**src/rtl/pe_pkg.sv**
```systemverilog
package pe_pkg;
  typedef enum logic [2:0] {
    OP_RESET  = 3'd0,
    OP_PROG   = 3'd1,
    OP_SERASE = 3'd2,
    OP_BULK   = 3'd3,
    OP_SUSP   = 3'd4,
    OP_RESUME = 3'd5
  } pe_op_e;

  typedef enum logic [2:0] {
    ST_IDLE, ST_PROG, ST_PROT, ST_EWIN, ST_EBUSY, ST_SUSP, ST_ERR
  } pe_state_e;

  function automatic logic is_active(pe_state_e s);
    return (s == ST_PROG) || (s == ST_PROT) || (s == ST_EWIN) ||
           (s == ST_EBUSY) || (s == ST_ERR);
  endfunction
endpackage

```
**src/rtl/pe_cycle_timer.sv**
```systemverilog
module pe_cycle_timer #(
  parameter int CW = 8
) (
  input  logic          clk,
  input  logic          rst_n,
  input  logic          clr,
  input  logic          run,
  output logic [CW-1:0] cnt
);
  always_ff @(posedge clk or negedge rst_n) begin
    if (!rst_n)   cnt <= '0;
    else if (clr) cnt <= '0;
    else if (run) cnt <= cnt + 1'b1;
  end
endmodule

```
**src/rtl/pe_sequencer.sv**
```systemverilog
module pe_sequencer
  import pe_pkg::*;
#(
  parameter int ADDR_W    = 19,
  parameter int NSECT     = 8,
  parameter int PROG_CYC  = 500,
  parameter int WIN_CYC   = 2500,
  parameter int ERASE_CYC = 75000,
  parameter int PROT_CYC  = 50,
  parameter int TMO_CYC   = 150000,
  parameter int CW        = 18
) (
  input  logic              clk,
  input  logic              rst_n,
  input  logic              cmd_valid,
  input  logic [2:0]        cmd_op,
  input  logic [ADDR_W-1:0] cmd_addr,
  input  logic [7:0]        cmd_data,
  input  logic [NSECT-1:0]  cmd_mask,
  input  logic [NSECT-1:0]  prot_mask,
  input  logic              verify_ok,
  input  logic [CW-1:0]     cnt,
  output logic              cnt_clr,
  output logic              cnt_run,
  output pe_state_e         state,
  output logic              is_prog,
  output logic              pdata7,
  output logic [NSECT-1:0]  emask,
  output logic              commit_prog,
  output logic              commit_erase,
  output logic [ADDR_W-1:0] commit_addr,
  output logic [7:0]        commit_data,
  output logic [NSECT-1:0]  commit_mask
);
  localparam int SECT_W = $clog2(NSECT);
  localparam logic [CW-1:0] PROG_LAST  = CW'(PROG_CYC - 1);
  localparam logic [CW-1:0] WIN_LAST   = CW'(WIN_CYC - 1);
  localparam logic [CW-1:0] ERASE_LAST = CW'(ERASE_CYC - 1);
  localparam logic [CW-1:0] PROT_LAST  = CW'(PROT_CYC - 1);
  localparam logic [CW-1:0] TMO_LAST   = CW'(TMO_CYC - 1);

  pe_op_e            op;
  pe_state_e         st_nx;
  logic [SECT_W-1:0] cmd_sect;
  logic [NSECT-1:0]  req_set;
  logic              ld_prog, ld_erase, add_erase, do_cprog, do_cerase, clr_set;
  logic [ADDR_W-1:0] paddr;
  logic [7:0]        pdata;

  assign op       = pe_op_e'(cmd_op);
  assign cmd_sect = cmd_addr[ADDR_W-1 -: SECT_W];
  assign req_set  = ((op == OP_BULK) ? {NSECT{1'b1}} : cmd_mask) & ~prot_mask;
  assign pdata7   = pdata[7];

  always_comb begin
    st_nx = state; cnt_clr = 1'b0; cnt_run = 1'b0;
    ld_prog = 1'b0; ld_erase = 1'b0; add_erase = 1'b0;
    do_cprog = 1'b0; do_cerase = 1'b0; clr_set = 1'b0;
    unique case (state)
      ST_IDLE: if (cmd_valid) begin
        if (op == OP_PROG) begin
          cnt_clr = 1'b1; ld_prog = 1'b1;
          st_nx = prot_mask[cmd_sect] ? ST_PROT : ST_PROG;
        end else if (op == OP_SERASE || op == OP_BULK) begin
          cnt_clr = 1'b1; ld_erase = 1'b1;
          if (req_set == '0)       st_nx = ST_PROT;
          else if (op == OP_BULK)  st_nx = ST_EBUSY;
          else                     st_nx = ST_EWIN;
        end
      end
      ST_PROG: begin
        if (cnt >= PROG_LAST && verify_ok) begin st_nx = ST_IDLE; do_cprog = 1'b1; end
        else if (cnt == TMO_LAST)          st_nx = ST_ERR;
        else                               cnt_run = 1'b1;
      end
      ST_PROT: begin
        if (cnt == PROT_LAST) st_nx = ST_IDLE;
        else                  cnt_run = 1'b1;
      end
      ST_EWIN: begin
        if (cmd_valid && op == OP_SUSP)        begin st_nx = ST_SUSP; cnt_clr = 1'b1; end
        else if (cmd_valid && op == OP_SERASE) begin add_erase = 1'b1; cnt_clr = 1'b1; end
        else if (cnt == WIN_LAST)              begin st_nx = ST_EBUSY; cnt_clr = 1'b1; end
        else                                   cnt_run = 1'b1;
      end
      ST_EBUSY: begin
        if (cmd_valid && op == OP_SUSP)          st_nx = ST_SUSP;
        else if (cnt >= ERASE_LAST && verify_ok) begin
          st_nx = ST_IDLE; do_cerase = 1'b1; clr_set = 1'b1;
        end
        else if (cnt == TMO_LAST)                st_nx = ST_ERR;
        else                                     cnt_run = 1'b1;
      end
      ST_SUSP: if (cmd_valid && op == OP_RESUME) st_nx = ST_EBUSY;
      ST_ERR:  if (cmd_valid && op == OP_RESET) begin st_nx = ST_IDLE; clr_set = 1'b1; end
      default: st_nx = ST_IDLE;
    endcase
  end

  always_ff @(posedge clk or negedge rst_n) begin
    if (!rst_n) begin
      state <= ST_IDLE; is_prog <= 1'b0; paddr <= '0; pdata <= '0; emask <= '0;
      commit_prog <= 1'b0; commit_erase <= 1'b0;
      commit_addr <= '0; commit_data <= '0; commit_mask <= '0;
    end else begin
      state        <= st_nx;
      commit_prog  <= do_cprog;
      commit_erase <= do_cerase;
      if (ld_prog) begin is_prog <= 1'b1; paddr <= cmd_addr; pdata <= cmd_data; end
      if (ld_erase) begin is_prog <= 1'b0; emask <= req_set; end
      else if (add_erase) emask <= emask | req_set;
      else if (clr_set)   emask <= '0;
      if (do_cprog) begin commit_addr <= paddr; commit_data <= pdata; end
      if (do_cerase) commit_mask <= emask;
    end
  end

  p_err_sticky_r10: assert property (@(posedge clk) disable iff (!rst_n)
    (state == ST_ERR && !(cmd_valid && op == OP_RESET)) |=> state == ST_ERR);
  p_susp_no_commit_r9: assert property (@(posedge clk) disable iff (!rst_n)
    state == ST_SUSP |=> !commit_erase);
  p_prot_quiet_r8: assert property (@(posedge clk) disable iff (!rst_n)
    state == ST_PROT |=> !(commit_prog || commit_erase));
  p_commit_nonempty_r8: assert property (@(posedge clk) disable iff (!rst_n)
    commit_erase |-> commit_mask != '0);
  p_commit_excl_r3: assert property (@(posedge clk) disable iff (!rst_n)
    $onehot0({commit_prog, commit_erase}));
endmodule

```
**src/rtl/pe_status_fmt.sv**
```systemverilog
module pe_status_fmt
  import pe_pkg::*;
#(
  parameter int NSECT  = 8,
  parameter int SECT_W = 3
) (
  input  logic              clk,
  input  logic              rst_n,
  input  logic              rd_valid,
  input  logic [SECT_W-1:0] rd_sect,
  input  logic [7:0]        arr_rdata,
  input  pe_state_e         state,
  input  logic              is_prog,
  input  logic              pdata7,
  input  logic [NSECT-1:0]  emask,
  output logic              rd_resp_valid,
  output logic [7:0]        rd_resp_data
);
  logic       active, show_status, tog, timer, err;
  logic [7:0] status;

  assign active      = is_active(state);
  assign show_status = active || (state == ST_SUSP && emask[rd_sect]);
  assign err         = (state == ST_ERR);
  assign timer       = !is_prog &&
                       (state == ST_EBUSY || state == ST_SUSP || state == ST_ERR);
  assign status      = {is_prog & ~pdata7, tog, err, 1'b0, timer, 3'b000};

  always_ff @(posedge clk or negedge rst_n) begin
    if (!rst_n) begin
      tog <= 1'b0; rd_resp_valid <= 1'b0; rd_resp_data <= '0;
    end else begin
      rd_resp_valid <= rd_valid;
      if (rd_valid) rd_resp_data <= show_status ? status : arr_rdata;
      if (rd_valid && active) tog <= ~tog;
    end
  end

  p_tog_hold_r5: assert property (@(posedge clk) disable iff (!rst_n)
    !(rd_valid && active) |=> $stable(tog));
  p_resp_follows_r2: assert property (@(posedge clk) disable iff (!rst_n)
    rd_valid |=> rd_resp_valid);
endmodule

```
**src/rtl/pe_status_engine.sv**
```systemverilog
module pe_status_engine
  import pe_pkg::*;
#(
  parameter int ADDR_W    = 19,
  parameter int NSECT     = 8,
  parameter int PROG_CYC  = 500,
  parameter int WIN_CYC   = 2500,
  parameter int ERASE_CYC = 75000,
  parameter int PROT_CYC  = 50,
  parameter int TMO_CYC   = 150000
) (
  input  logic              clk,
  input  logic              rst_n,
  input  logic              cmd_valid,
  input  logic [2:0]        cmd_op,
  input  logic [ADDR_W-1:0] cmd_addr,
  input  logic [7:0]        cmd_data,
  input  logic [NSECT-1:0]  cmd_mask,
  input  logic [NSECT-1:0]  prot_mask,
  input  logic              verify_ok,
  input  logic              rd_valid,
  input  logic [ADDR_W-1:0] rd_addr,
  input  logic [7:0]        arr_rdata,
  output logic              rd_resp_valid,
  output logic [7:0]        rd_resp_data,
  output logic              busy,
  output logic              suspended,
  output logic              commit_prog,
  output logic              commit_erase,
  output logic [ADDR_W-1:0] commit_addr,
  output logic [7:0]        commit_data,
  output logic [NSECT-1:0]  commit_mask
);
  localparam int SECT_W = $clog2(NSECT);
  localparam int CW     = $clog2(TMO_CYC + 1);

  pe_state_e        state;
  logic [CW-1:0]    cnt;
  logic             cnt_clr, cnt_run, is_prog, pdata7;
  logic [NSECT-1:0] emask;
  logic             unused_addr_bits;

  assign unused_addr_bits = ^rd_addr[ADDR_W-SECT_W-1:0];
  assign busy      = is_active(state);
  assign suspended = (state == ST_SUSP);

  pe_cycle_timer #(.CW(CW)) u_timer (
    .clk(clk), .rst_n(rst_n), .clr(cnt_clr), .run(cnt_run), .cnt(cnt));

  pe_sequencer #(
    .ADDR_W(ADDR_W), .NSECT(NSECT), .PROG_CYC(PROG_CYC), .WIN_CYC(WIN_CYC),
    .ERASE_CYC(ERASE_CYC), .PROT_CYC(PROT_CYC), .TMO_CYC(TMO_CYC), .CW(CW)
  ) u_seq (
    .clk(clk), .rst_n(rst_n), .cmd_valid(cmd_valid), .cmd_op(cmd_op),
    .cmd_addr(cmd_addr), .cmd_data(cmd_data), .cmd_mask(cmd_mask),
    .prot_mask(prot_mask), .verify_ok(verify_ok), .cnt(cnt),
    .cnt_clr(cnt_clr), .cnt_run(cnt_run), .state(state), .is_prog(is_prog),
    .pdata7(pdata7), .emask(emask), .commit_prog(commit_prog),
    .commit_erase(commit_erase), .commit_addr(commit_addr),
    .commit_data(commit_data), .commit_mask(commit_mask));

  pe_status_fmt #(.NSECT(NSECT), .SECT_W(SECT_W)) u_fmt (
    .clk(clk), .rst_n(rst_n), .rd_valid(rd_valid),
    .rd_sect(rd_addr[ADDR_W-1 -: SECT_W]), .arr_rdata(arr_rdata),
    .state(state), .is_prog(is_prog), .pdata7(pdata7), .emask(emask),
    .rd_resp_valid(rd_resp_valid), .rd_resp_data(rd_resp_data));

  p_susp_not_busy_r9: assert property (@(posedge clk) disable iff (!rst_n)
    !(busy && suspended));
endmodule

```
**config.mk**
```make
export PLATFORM = sky130hd
export DESIGN_NAME = pe_status_engine
export DESIGN_NICKNAME = d
export VERILOG_FILES = /design/src/rtl/pe_pkg.sv /design/src/rtl/pe_cycle_timer.sv /design/src/rtl/pe_sequencer.sv /design/src/rtl/pe_status_fmt.sv /design/src/rtl/pe_status_engine.sv
export SDC_FILE = /design/constraint.sdc
export NUM_CORES = 1
export LEC_CHECK = 0
export BUFFER_PORTS_ARGS = -buffer_cell sky130_fd_sc_hd__buf_2
export CAP_MARGIN = 20
export CORE_MARGIN = 10
export CORE_UTILIZATION = 24
export CTS_CLUSTER_DIAMETER = 40
export DETAILED_ROUTE_END_ITERATION = 10
export GPL_ROUTABILITY_DRIVEN = 0
export GPL_TIMING_DRIVEN = 0
export PLACE_DENSITY = 0.48
export SETUP_SLACK_MARGIN = 0.05
export SLEW_MARGIN = 25
export SYNTH_ARGS = -nofsm -noshare
export SYNTH_HDL_FRONTEND = slang
export SYNTH_SLANG_ARGS = --single-unit
```
**constraint.sdc**
```tcl
create_clock -name clk -period 6.1 [get_ports clk]
set_clock_uncertainty 0.05 [all_clocks]
set_input_delay 0.305 -clock clk [delete_from_list [all_inputs] [get_ports clk]]
set_output_delay 0.305 -clock clk [all_outputs]
set_load 0.005 [all_outputs]
```
==> reports/qor.tcl <==
set qor(wl_per_cell_microns) 16.58
set qor(run_status) {finished, final reports clean}
set qor(worst_pin_slew_ns) 0.7672
set qor(maxClockFrequency_ghz) 0.3388
set qor(tritonroute_pass_1_iters) 4
set qor(synth_top_family_by_area) {multiplexers}
set qor(timing.final.crit_share) 0.4838
set qor(worst_setup_hold_path_clk_slew_ns) 0.07
set qor(holdPathEnd) {u_fmt.rd_resp_valid}
set qor(logic_pwr_share) 0.282
set qor(dpl.hpwl_microns) 10720
set qor(wirelength_microns) 13720
set qor(number_of_failing_hold_endpoints_at_the_final_stage) 0
set qor(critical_path.startpoint_type) {flip-flop}
set qor(mappedNetlistArea_sq_mm) 0.004932
set qor(relSlewSlack) 0.4846
set qor(finalSetupViolations) 0
set qor(synth.avg_cell_area_sq_um) 11.47
set qor(portion_of_the_post_synthesis_area_used_by_sequential_elements) 0.5277
set qor(antenna_violating_nets_post_route) 0
set qor(area_fraction_in_and_or_nand_and_nor_cells_after_synthesis) 0.1352
set qor(worst_hold_stages) 1
set qor(cp.arrival_ns) 3.14
set qor(number_of_flops_mapped_to_enable_cells_by_yosys) 0
set qor(place.port_buffers) 109
set qor(async_reset_ff_frac) 1.000
set qor(synthDistinctLibCells) 57
set qor(power.internal_w) 0.001547
set qor(grt_overflow) 0
set qor(critPathSlowestCell) {sky130_fd_sc_hd__nor3_1}
set qor(syn_inst) 430
set qor(totalNegativeSetupSlack_ns) 0
set qor(antenna_found_initial) 0
set qor(crit_path_max_incr_delay_ns) 0.69
set qor(switchingPower_w) 0.0006986
set qor(min-delay-path-class) {input port to flip-flop}
set qor(cap_viol_max_count) 0
set qor(seq_power_share) 0.430
set qor(area_overhead_of_the_layout_relative_to_synthesis_pct) 25.70
set qor(vdd_ir_drop_max_mv) 0.1824
set qor(reg2reg_setup_slack_ns) 3.15
set qor(criticalPathCategory) {flip-flop to flip-flop}
set qor(effective_utilization_at_floorplan) 0.2438
set qor(final_area_sq_mm) 0.006200
set qor(timing.final.crit_period_ns) 2.951
set qor(critPathMaxFanout) 10
set qor(ff2ff_path_depth) 6
set qor(worst-endpoint-required_ns) 6.29
set qor(cellLeakagePower_nw) 2.949
set qor(rsz0062_at_grt) {no}
set qor(power.share.switching) 0.3112
set qor(path_cells) {clkbuf_1, nor3_1, nand3_1, nor2_2, buf_2, mux2_2}
set qor(detail_route.drc_violations) 0
set qor(number_of_max_slew_violations_in_the_final_report) 0
set qor(final.fill_count) 2091
set qor(core_area_sq_mm) 0.02023
set qor(groute.usage.overall) 0.1036
set qor(ctsLongestPathBuffers) 2
set qor(post_synth_fa_ha_maj_area_fraction) 0.005074
set qor(worstSkewPairLatency_ns) 0.35
set qor(cp.buffers_inverters) 2
set qor(ios) 126
set qor(power.density_cell_area_mw_per_mm2) 362.1
set qor(design.final.nets) 632
set qor(die_height_microns) 163.4
set qor(post_synth_net_total) 510
set qor(synth_compound_gate_area_share) 0.1159
set qor(yosys_synthesis_warning_count) 0
set qor(number_of_clock_buffers_inserted_by_tritoncts) 9
set qor(initialDrtViolationCount) 191
set qor(detailed_place.area_sq_mm) 0.005849
set qor(clockRootBuffer) {sky130_fd_sc_hd__clkbuf_16}
set qor(clock_network_fraction_of_total_power) 0.288
set qor(holdCritStartpoint) {rd_valid}
set qor(first_global_vias) 3866
set qor(htree_num_levels) 3
set qor(timing.critical_path.to_type) {flip-flop}
set qor(num_vias) 3734
set qor(synth_top_flop_cell) {sky130_fd_sc_hd__dfrtp_1}
set qor(synthXorXnorAreaFrac) 0.01065
set qor(grt_first_pass_wirelength_microns) 21980
set qor(vias_per_cell) 4.515
set qor(post_cts_sizing_count) 0
set qor(post_synth_mux_area_share) 0.1700
set qor(cts.sinks) 104
set qor(final_layout_size_suffix_gt1_frac) 0.3806
set qor(chipWidth_microns) 163.4
set qor(r2r-end) {u_seq.paddr[14]}
set qor(cpLargestDelayFamily) {simple AND/OR/NAND/NOR gates}
set qor(postSynthRegisterBits) 104
set qor(grt_start_max_net_pins) 63
set qor(cts_tree) {yes}
set qor(die_area_sq_mm) 0.02668
set qor(num_antenna_cells) 0
set qor(placement_rows) 52
set qor(r2r_start) {u_seq.state[1]}
-- power groups by stage --
stage / registers, W / logic [W] / clock network (W)
finish: 0.000965 / 0.000633 / 0.000648
global route: 0.000989 / 0.000710 / 0.000704
CTS: 0.000964 / 0.000641 / 0.000676
detailed placement: 0.000977 / 0.000638 / 0
global placement: 0.000968 / 0.000621 / 0
floorplan: 0.000944 / 0.000451 / 0
-- state kept, by name, indices dropped and copies added, names as in the netlist, 3 cells and up --
register            count
u_seq.commit_addr      19
u_seq.paddr            19
u_timer.cnt            18
u_fmt.rd_resp_data      8
u_seq.commit_data       8
u_seq.commit_mask       8
u_seq.emask             8
u_seq.pdata             8
u_seq.state             3
-- synth_stat cells (all sizes together), types with 4 or more instances --
cell type  number  share of area
dfrtp         104           0.53
mux2           62           0.14
nor2           29          0.023
inv            21          0.016
nand2          21          0.016
a21oi          20          0.020
o21ai          19          0.019
nand3          18          0.018
buf             9          0.012
clkbuf          9         0.0068
a22o            8          0.014
or3             7         0.0089
nand2b          6         0.0076
nor3            6         0.0061
o31ai           6         0.0091
or4             6         0.0099
xnor2           6          0.011
mux2i           5          0.010
nor2b           5         0.0063
nor4            5         0.0089
o21a            5         0.0094
and3            4         0.0051
mux4            4          0.018
o211ai          4         0.0061
-- how the worst max path moves through the flow --
stage	startpoint	to	slack (ns)	cells after the start
2_1_floorplan	u_timer.cnt[9]	u_seq.commit_addr[10]	3.69	8
3_3_place_gp	u_seq.state[1]	u_seq.paddr[14]	3.14	6
3_5_place_dp	u_seq.state[1]	u_seq.paddr[10]	3.14	6
4_1_cts	u_seq.state[1]	u_seq.paddr[10]	3.13	6
5_1_grt	u_seq.state[0]	u_seq.paddr[13]	2.87	6
6_report	u_seq.state[1]	u_seq.paddr[14]	3.15	6
-- worst register-to-register path, delay by kind of cell, from the launching register on --
kind	cells	cell delay [ns]
simple gates	3	1.38
flops	1	0.42
mux	1	0.38
buf+inv	2	0.60
-- per-layer routing --
layer	GRT usage	share of wire	up-vias
li1	-	-	1805
met1	0.1385	0.46	1835
met2	0.1588	0.47	86
met3	0.03448	0.064	8
met4	0.02254	0.0085	0
met5	0	0	-
-- kinds of logic (layout without fill, tap and decap cells) --
kind of cell,after synthesis,count (layout)
compound gates,83,83
xor+xnor,6,6
fa+ha+maj,2,2
buf+inv,40,167
flops,104,104
mux,71,71
simple gates,124,124
-- cells in the final DEF (no fill, tap or decap), types with 3 or more instances in the layout --
| cell | Yosys | layout |
|---|---|---|
| sky130_fd_sc_hd__a2111oi_0 | 3 | 3 |
| sky130_fd_sc_hd__a211oi_1 | 3 | 3 |
| sky130_fd_sc_hd__a21oi_1 | 20 | 20 |
| sky130_fd_sc_hd__a22o_1 | 8 | 8 |
| sky130_fd_sc_hd__a31oi_1 | 3 | 3 |
| sky130_fd_sc_hd__and3_1 | 4 | 4 |
| sky130_fd_sc_hd__buf_2 | 5 | 113 |
| sky130_fd_sc_hd__buf_6 | 2 | 3 |
| sky130_fd_sc_hd__clkbuf_1 | 9 | 9 |
| sky130_fd_sc_hd__clkbuf_16 | 0 | 9 |
| sky130_fd_sc_hd__clkbuf_8 | 0 | 3 |
| sky130_fd_sc_hd__dfrtp_1 | 104 | 104 |
| sky130_fd_sc_hd__inv_1 | 21 | 21 |
| sky130_fd_sc_hd__mux2_2 | 62 | 62 |
| sky130_fd_sc_hd__mux2i_1 | 5 | 5 |
| sky130_fd_sc_hd__mux4_2 | 4 | 4 |
| sky130_fd_sc_hd__nand2_1 | 21 | 21 |
| sky130_fd_sc_hd__nand2b_1 | 6 | 6 |
| sky130_fd_sc_hd__nand3_1 | 18 | 18 |
| sky130_fd_sc_hd__nand3b_1 | 3 | 3 |
| sky130_fd_sc_hd__nand4_1 | 3 | 3 |
| sky130_fd_sc_hd__nor2_1 | 28 | 28 |
| sky130_fd_sc_hd__nor2b_1 | 5 | 5 |
| sky130_fd_sc_hd__nor3_1 | 6 | 6 |
| sky130_fd_sc_hd__nor4_1 | 3 | 3 |
| sky130_fd_sc_hd__o211ai_1 | 4 | 4 |
| sky130_fd_sc_hd__o21a_1 | 3 | 3 |
| sky130_fd_sc_hd__o21ai_0 | 19 | 19 |
| sky130_fd_sc_hd__o31ai_1 | 6 | 6 |
| sky130_fd_sc_hd__or2_2 | 3 | 3 |
| sky130_fd_sc_hd__or3_1 | 7 | 7 |
| sky130_fd_sc_hd__or4_1 | 5 | 5 |
| sky130_fd_sc_hd__xnor2_1 | 6 | 6 |
-- per-stage QoR --
| step | setup WS, ns | std cells | utilization | hold slack, ns | power, W |
|---|---|---|---|---|---|
| detailed placement | 3.140 | 810 | 0.2891 | 0.2074 | 0.001615 |
| global placement | 3.141 | 809 | 0.2874 | 0.3822 | 0.001589 |
| floorplan | 3.686 | 430 | - | -0.04059 | 0.001396 |
| CTS | 3.126 | 827 | 0.3064 | 0.01568 | 0.002281 |
| global route | 2.873 | 827 | 0.3064 | 0.009864 | 0.002403 |
| finish | 3.149 | 827 | 0.3064 | 0.03175 | 0.002245 |
-- timing repair --
action / CTS / global route
setup buffers: 0 / 0
hold buffers: 1 / 0
endpoints found under the hold margin: 42 / 0
-- cell type report --
cell class / count / area (sq um) / area share
Sequential cell: 104 / 2603 / 0.4198
Multi-Input combinational cell: 286 / 2155 / 0.3475
Timing Repair Buffer: 111 / 589.3 / 0.09506
Tap cell: 270 / 337.8 / 0.05449
Clock buffer: 12 / 266.5 / 0.04299
Buffer: 18 / 92.59 / 0.01493
Inverter: 22 / 82.58 / 0.01332
Clock inverter: 4 / 73.82 / 0.01191
No activity file was read; power rests on OpenSTA's default activity.
